===== config.mk =====
export PLATFORM = sky130hd
export DESIGN_NAME = nand_bridge
export DESIGN_NICKNAME = d
export VERILOG_FILES = /design/src/rtl/nand_bridge_pkg.sv /design/src/rtl/nand_bridge_seq.sv /design/src/rtl/nand_bridge_regs.sv /design/src/rtl/nand_bridge.sv
export SDC_FILE = /design/constraint.sdc
export NUM_CORES = 1
export LEC_CHECK = 0
export BUFFER_PORTS_ARGS = -buffer_cell sky130_fd_sc_hd__buf_4
export CORE_AREA = 3 3 83 125
export CTS_BUF_LIST = sky130_fd_sc_hd__clkbuf_8
export DETAILED_ROUTE_END_ITERATION = 10
export DIE_AREA = 0 0 86 128
export HOLD_SLACK_MARGIN = 0.06
export MAX_ROUTING_LAYER = met4
export SLEW_MARGIN = 20
export SYNTH_ARGS = -nofsm -noshare
export SYNTH_HDL_FRONTEND = slang
export SYNTH_HIERARCHICAL = 1
export SYNTH_SLANG_ARGS = --single-unit

===== constraint.sdc =====
create_clock -name clk -period 2.8 [get_ports clk]
set_input_delay 0.28 -clock clk [delete_from_list [all_inputs] [get_ports clk]]
set_output_delay 0.28 -clock clk [all_outputs]
set_load 0.02 [all_outputs]

===== src/rtl/nand_bridge_pkg.sv =====
package nand_bridge_pkg;

  typedef enum logic [1:0] {
    PH_IDLE,
    PH_SETUP,
    PH_STROBE,
    PH_HOLD
  } phase_t;

  localparam logic [2:0] ADR_DATA = 3'd0;
  localparam logic [2:0] ADR_MODE = 3'd4;
  localparam logic [2:0] ADR_STAT = 3'd5;
  localparam logic [2:0] ADR_ISR  = 3'd6;
  localparam logic [2:0] ADR_MASK = 3'd7;

  localparam int unsigned MB_CLE = 0;
  localparam int unsigned MB_ALE = 1;
  localparam int unsigned MB_PWR = 2;
  localparam int unsigned MB_CE  = 4;
  localparam int unsigned MB_ECC = 5;
  localparam int unsigned MB_WP  = 7;

endpackage


===== src/rtl/nand_bridge_seq.sv =====
module nand_bridge_seq
  import nand_bridge_pkg::*;
#(
  parameter int unsigned NAND_W     = 8,
  parameter int unsigned LANES      = 2,
  parameter int unsigned SETUP_CYC  = 1,
  parameter int unsigned STROBE_CYC = 2,
  parameter int unsigned HOLD_CYC   = 1
) (
  input  logic                     clk,
  input  logic                     rst,
  input  logic                     start,
  input  logic                     is_write,
  input  logic                     wide,
  input  logic [LANES*NAND_W-1:0]  wdata,
  input  logic [NAND_W-1:0]        io_in,
  output logic                     busy,
  output logic                     done,
  output logic [LANES*NAND_W-1:0]  rdata,
  output logic [NAND_W-1:0]        io_out,
  output logic                     io_oe,
  output logic                     we_n,
  output logic                     re_n
);

  localparam int unsigned WORD_W = LANES * NAND_W;
  localparam int unsigned LANE_W = (LANES > 1) ? $clog2(LANES) : 1;
  localparam int unsigned MAX_SP = (SETUP_CYC > STROBE_CYC) ? SETUP_CYC : STROBE_CYC;
  localparam int unsigned MAX_C  = (MAX_SP > HOLD_CYC) ? MAX_SP : HOLD_CYC;
  localparam int unsigned CNT_W  = $clog2(MAX_C + 1);

  phase_t              phase;
  logic [CNT_W-1:0]    cnt;
  logic [LANE_W-1:0]   lane;
  logic [LANE_W-1:0]   last;
  logic                dir_wr;
  logic [WORD_W-1:0]   wr_q;
  logic [WORD_W-1:0]   wr_shift;
  logic                ph_end;
  logic                strobe_end;

  assign wr_shift   = wr_q >> NAND_W;
  assign busy       = (phase != PH_IDLE);
  assign strobe_end = (phase == PH_STROBE) && ph_end;

  always_comb begin
    unique case (phase)
      PH_SETUP:  ph_end = (cnt == CNT_W'(SETUP_CYC - 1));
      PH_STROBE: ph_end = (cnt == CNT_W'(STROBE_CYC - 1));
      PH_HOLD:   ph_end = (cnt == CNT_W'(HOLD_CYC - 1));
      default:   ph_end = 1'b0;
    endcase
  end

  always_ff @(posedge clk) begin
    if (rst) begin
      phase  <= PH_IDLE;
      cnt    <= '0;
      lane   <= '0;
      last   <= '0;
      dir_wr <= 1'b0;
      wr_q   <= '0;
      io_out <= '0;
      io_oe  <= 1'b0;
      we_n   <= 1'b1;
      re_n   <= 1'b1;
      done   <= 1'b0;
    end else begin
      done <= 1'b0;
      if (phase == PH_IDLE) begin
        if (start) begin
          phase  <= PH_SETUP;
          cnt    <= '0;
          lane   <= '0;
          last   <= wide ? LANE_W'(LANES - 1) : '0;
          dir_wr <= is_write;
          wr_q   <= wdata;
          io_out <= wdata[NAND_W-1:0];
          io_oe  <= is_write;
        end
      end else begin
        cnt <= ph_end ? '0 : cnt + 1'b1;
        if (ph_end) begin
          unique case (phase)
            PH_SETUP: begin
              phase <= PH_STROBE;
              if (dir_wr) we_n <= 1'b0;
              else        re_n <= 1'b0;
            end
            PH_STROBE: begin
              phase <= PH_HOLD;
              we_n  <= 1'b1;
              re_n  <= 1'b1;
            end
            PH_HOLD: begin
              if (lane == last) begin
                phase <= PH_IDLE;
                done  <= 1'b1;
                io_oe <= 1'b0;
              end else begin
                phase  <= PH_SETUP;
                lane   <= lane + 1'b1;
                wr_q   <= wr_shift;
                io_out <= wr_shift[NAND_W-1:0];
              end
            end
            default: phase <= PH_IDLE;
          endcase
        end
      end
    end
  end

  for (genvar g = 0; g < LANES; g++) begin : g_lane
    logic [NAND_W-1:0] byte_q;
    always_ff @(posedge clk) begin
      if (rst) begin
        byte_q <= '0;
      end else if (phase == PH_IDLE && start) begin
        byte_q <= '0;
      end else if (strobe_end && !dir_wr && lane == LANE_W'(g)) begin
        byte_q <= io_in;
      end
    end
    assign rdata[g*NAND_W +: NAND_W] = byte_q;
  end

  p_strobes_exclusive_r6: assert property (@(posedge clk) disable iff (rst)
    !(!we_n && !re_n));

  p_write_drives_bus_r3: assert property (@(posedge clk) disable iff (rst)
    !we_n |-> io_oe);

  p_done_single_r7: assert property (@(posedge clk) disable iff (rst)
    done |=> !done);

  p_idle_strobes_high_r6: assert property (@(posedge clk) disable iff (rst)
    !busy |-> (we_n && re_n));

endmodule


===== src/rtl/nand_bridge_regs.sv =====
module nand_bridge_regs
  import nand_bridge_pkg::*;
#(
  parameter int unsigned ISR_W = 4
) (
  input  logic             clk,
  input  logic             rst,
  input  logic             wr_en,
  input  logic [2:0]       wr_addr,
  input  logic [7:0]       wr_data,
  input  logic             rb_in,
  output logic [7:0]       mode_q,
  output logic [7:0]       mask_q,
  output logic [ISR_W-1:0] isr_q,
  output logic             busy_s,
  output logic             irq_o
);

  logic             rb_m;
  logic             rb_s;
  logic             rb_d;
  logic             rdy_edge;
  logic [ISR_W-1:0] isr_set;
  logic [ISR_W-1:0] isr_clr;

  assign rdy_edge = rb_s && !rb_d;
  assign busy_s   = !rb_s;
  assign isr_set  = {{(ISR_W-1){1'b0}}, rdy_edge};
  assign isr_clr  = (wr_en && wr_addr == ADR_ISR) ? wr_data[ISR_W-1:0] : '0;

  always_ff @(posedge clk) begin
    if (rst) begin
      rb_m <= 1'b1;
      rb_s <= 1'b1;
      rb_d <= 1'b1;
    end else begin
      rb_m <= rb_in;
      rb_s <= rb_m;
      rb_d <= rb_s;
    end
  end

  always_ff @(posedge clk) begin
    if (rst) begin
      mode_q <= '0;
      mask_q <= '0;
      isr_q  <= '0;
      irq_o  <= 1'b0;
    end else begin
      if (wr_en && wr_addr == ADR_MODE) mode_q <= wr_data;
      if (wr_en && wr_addr == ADR_MASK) mask_q <= wr_data;
      isr_q <= (isr_q & ~isr_clr) | isr_set;
      irq_o <= mask_q[7] && |(isr_q & mask_q[ISR_W-1:0]);
    end
  end

  p_ready_edge_latched_r9: assert property (@(posedge clk) disable iff (rst)
    (rb_s && !rb_d) |=> isr_q[0]);

  p_isr_no_spurious_r9: assert property (@(posedge clk) disable iff (rst)
    (!isr_q[0] && !(rb_s && !rb_d)) |=> !isr_q[0]);

  p_irq_needs_enable_r10: assert property (@(posedge clk) disable iff (rst)
    !mask_q[7] |=> !irq_o);

endmodule


===== src/rtl/nand_bridge.sv =====
module nand_bridge
  import nand_bridge_pkg::*;
#(
  parameter int unsigned BUS_W      = 16,
  parameter int unsigned NAND_W     = 8,
  parameter int unsigned SETUP_CYC  = 1,
  parameter int unsigned STROBE_CYC = 2,
  parameter int unsigned HOLD_CYC   = 1,
  parameter int unsigned ISR_W      = 4
) (
  input  logic              clk,
  input  logic              rst,
  input  logic              bus_req,
  input  logic              bus_we,
  input  logic              bus_wide,
  input  logic [2:0]        bus_addr,
  input  logic [BUS_W-1:0]  bus_wdata,
  output logic [BUS_W-1:0]  bus_rdata,
  output logic              bus_ack,
  output logic [NAND_W-1:0] nand_io_out,
  output logic              nand_io_oe,
  input  logic [NAND_W-1:0] nand_io_in,
  output logic              nand_ce_n,
  output logic              nand_cle,
  output logic              nand_ale,
  output logic              nand_we_n,
  output logic              nand_re_n,
  output logic              nand_wp_n,
  output logic [1:0]        nand_ecc_sel,
  output logic [1:0]        nand_pwr_sel,
  input  logic              nand_rb,
  output logic              irq
);

  localparam int unsigned LANES = BUS_W / NAND_W;

  logic             accept;
  logic             is_data;
  logic             reg_wr;
  logic             seq_busy;
  logic             seq_done;
  logic [BUS_W-1:0] seq_rdata;
  logic [7:0]       mode_q;
  logic [7:0]       mask_q;
  logic [ISR_W-1:0] isr_q;
  logic             busy_s;
  logic             ack_q;
  logic [BUS_W-1:0] rdata_q;
  logic [BUS_W-1:0] reg_rdata;

  assign is_data = (bus_addr == ADR_DATA);
  assign accept  = bus_req && !ack_q && !seq_busy && !seq_done;
  assign reg_wr  = accept && !is_data && bus_we;

  nand_bridge_seq #(
    .NAND_W    (NAND_W),
    .LANES     (LANES),
    .SETUP_CYC (SETUP_CYC),
    .STROBE_CYC(STROBE_CYC),
    .HOLD_CYC  (HOLD_CYC)
  ) u_seq (
    .clk     (clk),
    .rst     (rst),
    .start   (accept && is_data),
    .is_write(bus_we),
    .wide    (bus_wide),
    .wdata   (bus_wdata),
    .io_in   (nand_io_in),
    .busy    (seq_busy),
    .done    (seq_done),
    .rdata   (seq_rdata),
    .io_out  (nand_io_out),
    .io_oe   (nand_io_oe),
    .we_n    (nand_we_n),
    .re_n    (nand_re_n)
  );

  nand_bridge_regs #(
    .ISR_W(ISR_W)
  ) u_regs (
    .clk    (clk),
    .rst    (rst),
    .wr_en  (reg_wr),
    .wr_addr(bus_addr),
    .wr_data(bus_wdata[7:0]),
    .rb_in  (nand_rb),
    .mode_q (mode_q),
    .mask_q (mask_q),
    .isr_q  (isr_q),
    .busy_s (busy_s),
    .irq_o  (irq)
  );

  always_comb begin
    unique case (bus_addr)
      ADR_MODE: reg_rdata = {{(BUS_W-8){1'b0}}, mode_q};
      ADR_STAT: reg_rdata = {{(BUS_W-8){1'b0}}, busy_s, 7'b0};
      ADR_ISR:  reg_rdata = {{(BUS_W-ISR_W){1'b0}}, isr_q};
      ADR_MASK: reg_rdata = {{(BUS_W-8){1'b0}}, mask_q};
      default:  reg_rdata = '0;
    endcase
  end

  always_ff @(posedge clk) begin
    if (rst) begin
      ack_q   <= 1'b0;
      rdata_q <= '0;
    end else begin
      ack_q <= (accept && !is_data) || seq_done;
      if (accept && !is_data && !bus_we) rdata_q <= reg_rdata;
      else if (seq_done)                 rdata_q <= seq_rdata;
    end
  end

  assign bus_ack      = ack_q;
  assign bus_rdata    = rdata_q;
  assign nand_ce_n    = !mode_q[MB_CE];
  assign nand_cle     = mode_q[MB_CLE];
  assign nand_ale     = mode_q[MB_ALE];
  assign nand_wp_n    = mode_q[MB_WP];
  assign nand_ecc_sel = mode_q[MB_ECC +: 2];
  assign nand_pwr_sel = mode_q[MB_PWR +: 2];

  p_ack_single_r7: assert property (@(posedge clk) disable iff (rst)
    bus_ack |=> !bus_ack);

  p_mode_frozen_r2: assert property (@(posedge clk) disable iff (rst)
    seq_busy |=> $stable(mode_q));

  p_ce_follows_mode_r2: assert property (@(posedge clk) disable iff (rst)
    (nand_io_oe && !nand_we_n) |-> $stable(nand_ce_n));

endmodule


* Word level (Yosys, flattened, before mapping) *
Index checks and enable logic that the tools add are counted.

word-level totals
  bits in registers = 92
  bits of input ports = 33

operators by class
  mux-type cells = 39
  reductions and logical operators = 46
  bitwise logic cells = 8
  add/sub/neg operators = 2
  eq/ne operators = 13

operators by type and width
  kind                                                  number
  two-way mux 16 bit                                    7
  two-way mux 8 bit                                     5
  case mux 8 bit (4 select lines)                       1
  logical AND 1 bit                                     17
  AND reduction 4 bit                                   4
  two-way mux 1 bit                                     15
  equality test 3 bit (second input constant)           4
  two-way mux 2 bit                                     6
  nonzero test 2 bit                                    6
  logical NOT 1 bit                                     9
  AND 4 bit                                             2
  OR reduction 4 bit                                    2
  != test 2 x 1 -> 1 bit (second input constant)        3
  case mux 1 bit (2 select lines)                       3
  case mux 2 bit (3 select lines)                       1
  equality test 2 x 1 -> 1 bit (second input constant)  2
  equality test 2 bit (second input constant)           2
  logical NOT 2 bit                                     2
  two-way mux 4 bit                                     1
  NOT 1 bit                                             4
  NOT 4 bit                                             1
  OR 4 x 1 -> 4 bit                                     1
  AND reduction 2 bit                                   2
  OR reduction 2 bit                                    2
  other kinds (6)                                       6

* Depth between registers and ports, before layout *
  depth in word-level cells = 11
  mapped depth = 11
  gate-level depth less buffers = 9

* Hierarchy *
Netlist, hierarchy kept.

modules (own cells, without submodules)
  module            times used  area each (um2)  sequential area each (um2)  cells each
  nand_bridge_seq   1           1964.4           860.8                       200
  nand_bridge       1           892.1            340.3                       93
  nand_bridge_regs  1           857.1            480.5                       88

* Least setup slack after synthesis *
OpenSTA, ideal clock, no wires.

  kind = register -> register
  from = register u_seq.phase[0]
  to = register u_seq.wr_q[10]
  clock period less this slack = 2907 ps
  path buffers = 1
  cell stages (with the launch flop) = 10
  slack = -107 ps
  setup time = 61 ps
  arrival time = 2846 ps
  required time = 2739 ps
  cell sequence = dfxtp_1 -> inv_1 -> ha_1 -> clkbuf_1 -> inv_1 -> or4b_4 -> nor3_1 -> nand2_1 -> nor3_1 -> a22o_1

between the ends
  cells in the longest elaborated chain, start to end = 7

ends and longest elaborated chain
  item                              line                    text
  start: declaration                nand_bridge_seq.sv:32   phase_t phase;
  start signal: assignment          nand_bridge_seq.sv:57   phase <= PH_IDLE;
  start signal: assignment          nand_bridge_seq.sv:72   phase <= PH_SETUP;
  start signal: assignment          nand_bridge_seq.sv:86   phase <= PH_STROBE;
  nonzero test 2 bit                nand_bridge_seq.sv:43   assign busy = (phase != PH_IDLE);
  named net seq_busy                nand_bridge.sv:40       logic seq_busy;
  logical NOT 1 bit                 nand_bridge.sv:52       assign accept = bus_req && !ack_q && !seq_busy && !seq_done;
  logical AND 1 bit (2 in series)   nand_bridge.sv:52
  logical AND 1 bit                 nand_bridge.sv:64       .start (accept && is_data),
  != test 2 x 1 -> 1 bit (no line)  -
  AND reduction 4 bit (no line)     -
  end signal: assignment            nand_bridge_seq.sv:77   wr_q <= wdata;
  end signal: assignment            nand_bridge_seq.sv:103  wr_q <= wr_shift;
  end: declaration                  nand_bridge_seq.sv:37   logic [WORD_W-1:0] wr_q;

The timed path passes the listed nets, and every way through them passes these cells.
A chain may end at the register's enable or synchronous reset.

* Worst setup path in the final report *
  from = register u_seq.phase[0]
  to = register u_seq.io_out[4]

between the ends
  cells in the longest elaborated chain, start to end = 7

ends and longest elaborated chain
  item                              line                    text
  nonzero test 2 bit                nand_bridge_seq.sv:43
  named net seq_busy                nand_bridge.sv:40
  logical NOT 1 bit                 nand_bridge.sv:52
  logical AND 1 bit (2 in series)   nand_bridge.sv:52
  logical AND 1 bit                 nand_bridge.sv:64
  != test 2 x 1 -> 1 bit (no line)  -
  AND reduction 4 bit (no line)     -
  end signal: assignment            nand_bridge_seq.sv:78   io_out <= wdata[NAND_W-1:0];
  end signal: assignment            nand_bridge_seq.sv:104  io_out <= wr_shift[NAND_W-1:0];
  end: declaration                  nand_bridge_seq.sv:20   output logic [NAND_W-1:0] io_out,

The timed path passes the listed nets, and every way through them passes these cells.

==> flow_metrics.py <==
metrics = {
    "floorplan": {
        "io_pins": 70,
        "core-area_mm2": 0.00931,
        "die_h_um": 128,
        "num_rows": 43,
        "die_x_um": 86,
        "die_area_mm2": 0.0110,
        "start_util_pct": 39.9,
    },
    "worst_setup_path": {
        "start_kind": "flop",
        "critPathMaxFanout": 8,
        "rr_worst_depth": 8,
        "cp.required_ns": 3.00,
        "reg2reg_slack_ns": 0.22,
        "crit_arrival_ns": 2.78,
        "endpoint_kind": "flop",
        "crit_type": "flop to flop",
    },
    "timing": {
        "finClkSkew_ns": 0.0120,
        "period_share_pct": 92.2,
        "drv_slew": 0,
        "rsz0062_at_grt": "false",
        "relSlewSlack_pct": 45.7,
        "hold_ws_ns": 0.114,
        "worst_slew_pin_slew_ns": 0.815,
        "finalHoldViolCount": 0,
        "setup_viol_count_final": 0,
        "timing.final.crit_period_ns": 2.58,
        "timing.fmax_mhz": 387,
        "fin_tns_setup_ns": 0,
    },
    "synth": {
        "synth_adder_area_share_pct": 2.36,
        "synth_top_area_share_pct": 45.3,
        "synth_top_family_by_area": "compound AO/OA/AOI/OAI gates",
        "seq_area_frac_synth_pct": 45.3,
        "synth.distinct_cells": 58,
        "synth_top_area_cell": "dfxtp_1",
        "synth.most_common_cell": "dfxtp_1",
        "synth-edff-count": 0,
        "muxShareOfSynthArea_pct": 10.0,
        "avgSynthCellArea_um2": 9.75,
        "yosysWarnings": 6,
        "yosys_most_used_dff": "dfxtp_1",
        "yosys.area_share.simple_pct": 16.0,
        "synth.area.top_cells": "dfxtp_1 (45%), mux2i_1 (9.7%), nand2_1 (3.0%)",
        "netlist_area_mm2": 0.00371,
        "synth_nets": 421,
        "async_flop_share_pct": 0,
        "synth-seq-cells": 84,
        "yosys.area_share.xor_xnor_pct": 0.472,
        "synthTopCellsByCount": "dfxtp_1 (84), mux2i_1 (36), nand2_1 (30), nor2_1 (26), a21oi_1 (21)",
        "synth-compound-area-share_pct": 20.2,
        "syn_inst": 381,
    },
    "detailed_routing": {
        "wl_um": 8940,
        "ant_nets": 0,
        "drt_first_pass_iters": 4,
        "vias": 2950,
        "avgViaCountPerCell": 5.28,
        "route.detailed.drc": 0,
        "wl_per_cell_um": 16.0,
        "drt-initial-drc-count": 165,
    },
    "layout": {
        "fin_util_pct": 48.2,
        "final_area_mm2": 0.00449,
        "final_cells": 559,
        "drive_above_1_share_pct": 29.5,
        "final_nets": 483,
        "syn2layout_area_growth_pct": 20.8,
        "n_antenna_cell": 0,
    },
    "place": {
        "gp_congestion": 0.787,
        "place_area_mm2": 0.00429,
        "portBuffers": 69,
        "place_hpwl_um": 6660,
        "post-place-cells": 544,
    },
    "grt": {
        "grt_max_degree": 45,
        "grtUsageTotal_pct": 17.1,
        "grt_pass1_vias": 2924,
        "grt_pass1_wl_um": 14500,
        "grt_antenna_before_repair": 0,
        "grt-ovfl-total": 0,
    },
    "clock_tree": {
        "numCtsBuffers": 9,
        "cts_max_path_buffers": 2,
        "cts_tree": "yes",
        "clock-root-buffer": "clkbuf_8",
        "clk_pin_slew_ns": 0.08,
        "clock_latency_ns": 0.35,
        "h-tree-depth": 3,
        "clock-sinks": 84,
        "postCtsSetupRepairBufs": 0,
    },
    "min_path": {
        "hold_depth": 2,
        "hp-class": "input port to flop",
    },
    "power_and_ir_drop": {
        "cellLeakagePower_nw": 1.66,
        "power_density_mw_per_mm2": 509,
        "ir_drop_mv": 0.342,
    },
    "run_status": {
        "outcome": "finished, final reports clean",
    },
    "job": {
        "drv_cap": 0,
    },
}
-- layout by cell type, fill, tap and decap left out, drive strengths merged, types with 2 or more instances in the layout --
master,count
dfxtp,84
buf,76
mux2i,36
nor2,36
nand2,31
a21oi,21
inv,19
a221oi,11
a211oi,10
o21a,9
clkbuf,9
a22o,9
nor2b,8
o221a,8
nand3,7
ha,7
o21ai,6
o22ai,5
nand2b,5
clkinv,5
a21boi,4
nor3,4
or2,4
or3,3
or3b,3
nand4,3
and2,2
a2111oi,2
or4b,2
and4,2
-- cell type report --
class                      count  area, µm²
sequential                    84       1680
clock inverter                 6       65.1
clock buffer                   9        124
tap                          112        140
timing repair buffer          76        571
fill                         904       4820
multi-input combinational    252       1830
inverter                      20       75.1
-- what timing repair did --
item                                    in CTS  in global routing
hold buffers                                 0                  0
resized for setup                            0                  2
endpoints found under the hold margin        0                  0
endpoints found under the setup margin       0                  6
-- worst paths after layout --
check / startpoint / to
max reg2reg: u_seq/phase[0] / u_seq/io_out[4]
max: u_seq/phase[0] / u_seq/io_out[4]
min: nand_rb / u_regs/rb_m
min reg2reg: u_regs/rb_m / u_regs/rb_s
-- per-stage QoR --
| step | setup slack [ns] | total power, mW |
|---|---|---|
| floorplan | 0.0199 | 1.38 |
| global placement | 0.306 | 1.47 |
| detailed placement | 0.203 | 1.47 |
| CTS | 0.176 | 2.32 |
| global route | 0.000391 | 2.39 |
| finish | 0.218 | 2.28 |
-- cells by family after synthesis --
kind of cell | count (synthesis)
AO/OA/AOI/OAI | 93
XOR/XNOR | 2
adder cells (fa/ha/maj) | 7
buffers and inverters | 45
flip-flops | 84
multiplexers | 37
AND/OR/NAND/NOR | 113
-- layer usage --
metal  GRT usage (%)  up-vias  share of wire (%)
met3            4.31        8                5.6
met1            20.8     1387                 44
met2            27.8       76                 49
met5               -        -                  0
met4            5.31        0                1.2
li1                -     1479                  -
-- worst max-delay path: stages, from the launching register on --
cell	delay (ns)
dfxtp_1	0.34
inv_1	0.14
ha_1	0.20
inv_1	0.09
or4b_4	0.54
nor3_1	0.25
nand2_1	0.27
o21ai_1	0.44
a221oi_1	0.16
-- registers in the layout, indices dropped and copies added, names as in the netlist, 2 cells and up --
signal / count
u_seq/io_out: 7
u_seq/cnt: 2
u_seq/wr_q: 9
bus_rdata: 16
u_seq/g_lane.byte_q: 16
u_regs/mask_q: 8
u_regs/mode_q: 8
u_regs/isr_q: 4
u_seq/phase: 2
-- where the power goes --
group / leakage (nW) / internal (mW) / switching, mW
registers: 0.679 / 1.22 / 0.0132
clock network: 0.0955 / 0.409 / 0.435
logic: 0.886 / 0.0953 / 0.117
total: 1.66 / 1.72 / 0.565
Power figures use the tool's default switching activity.
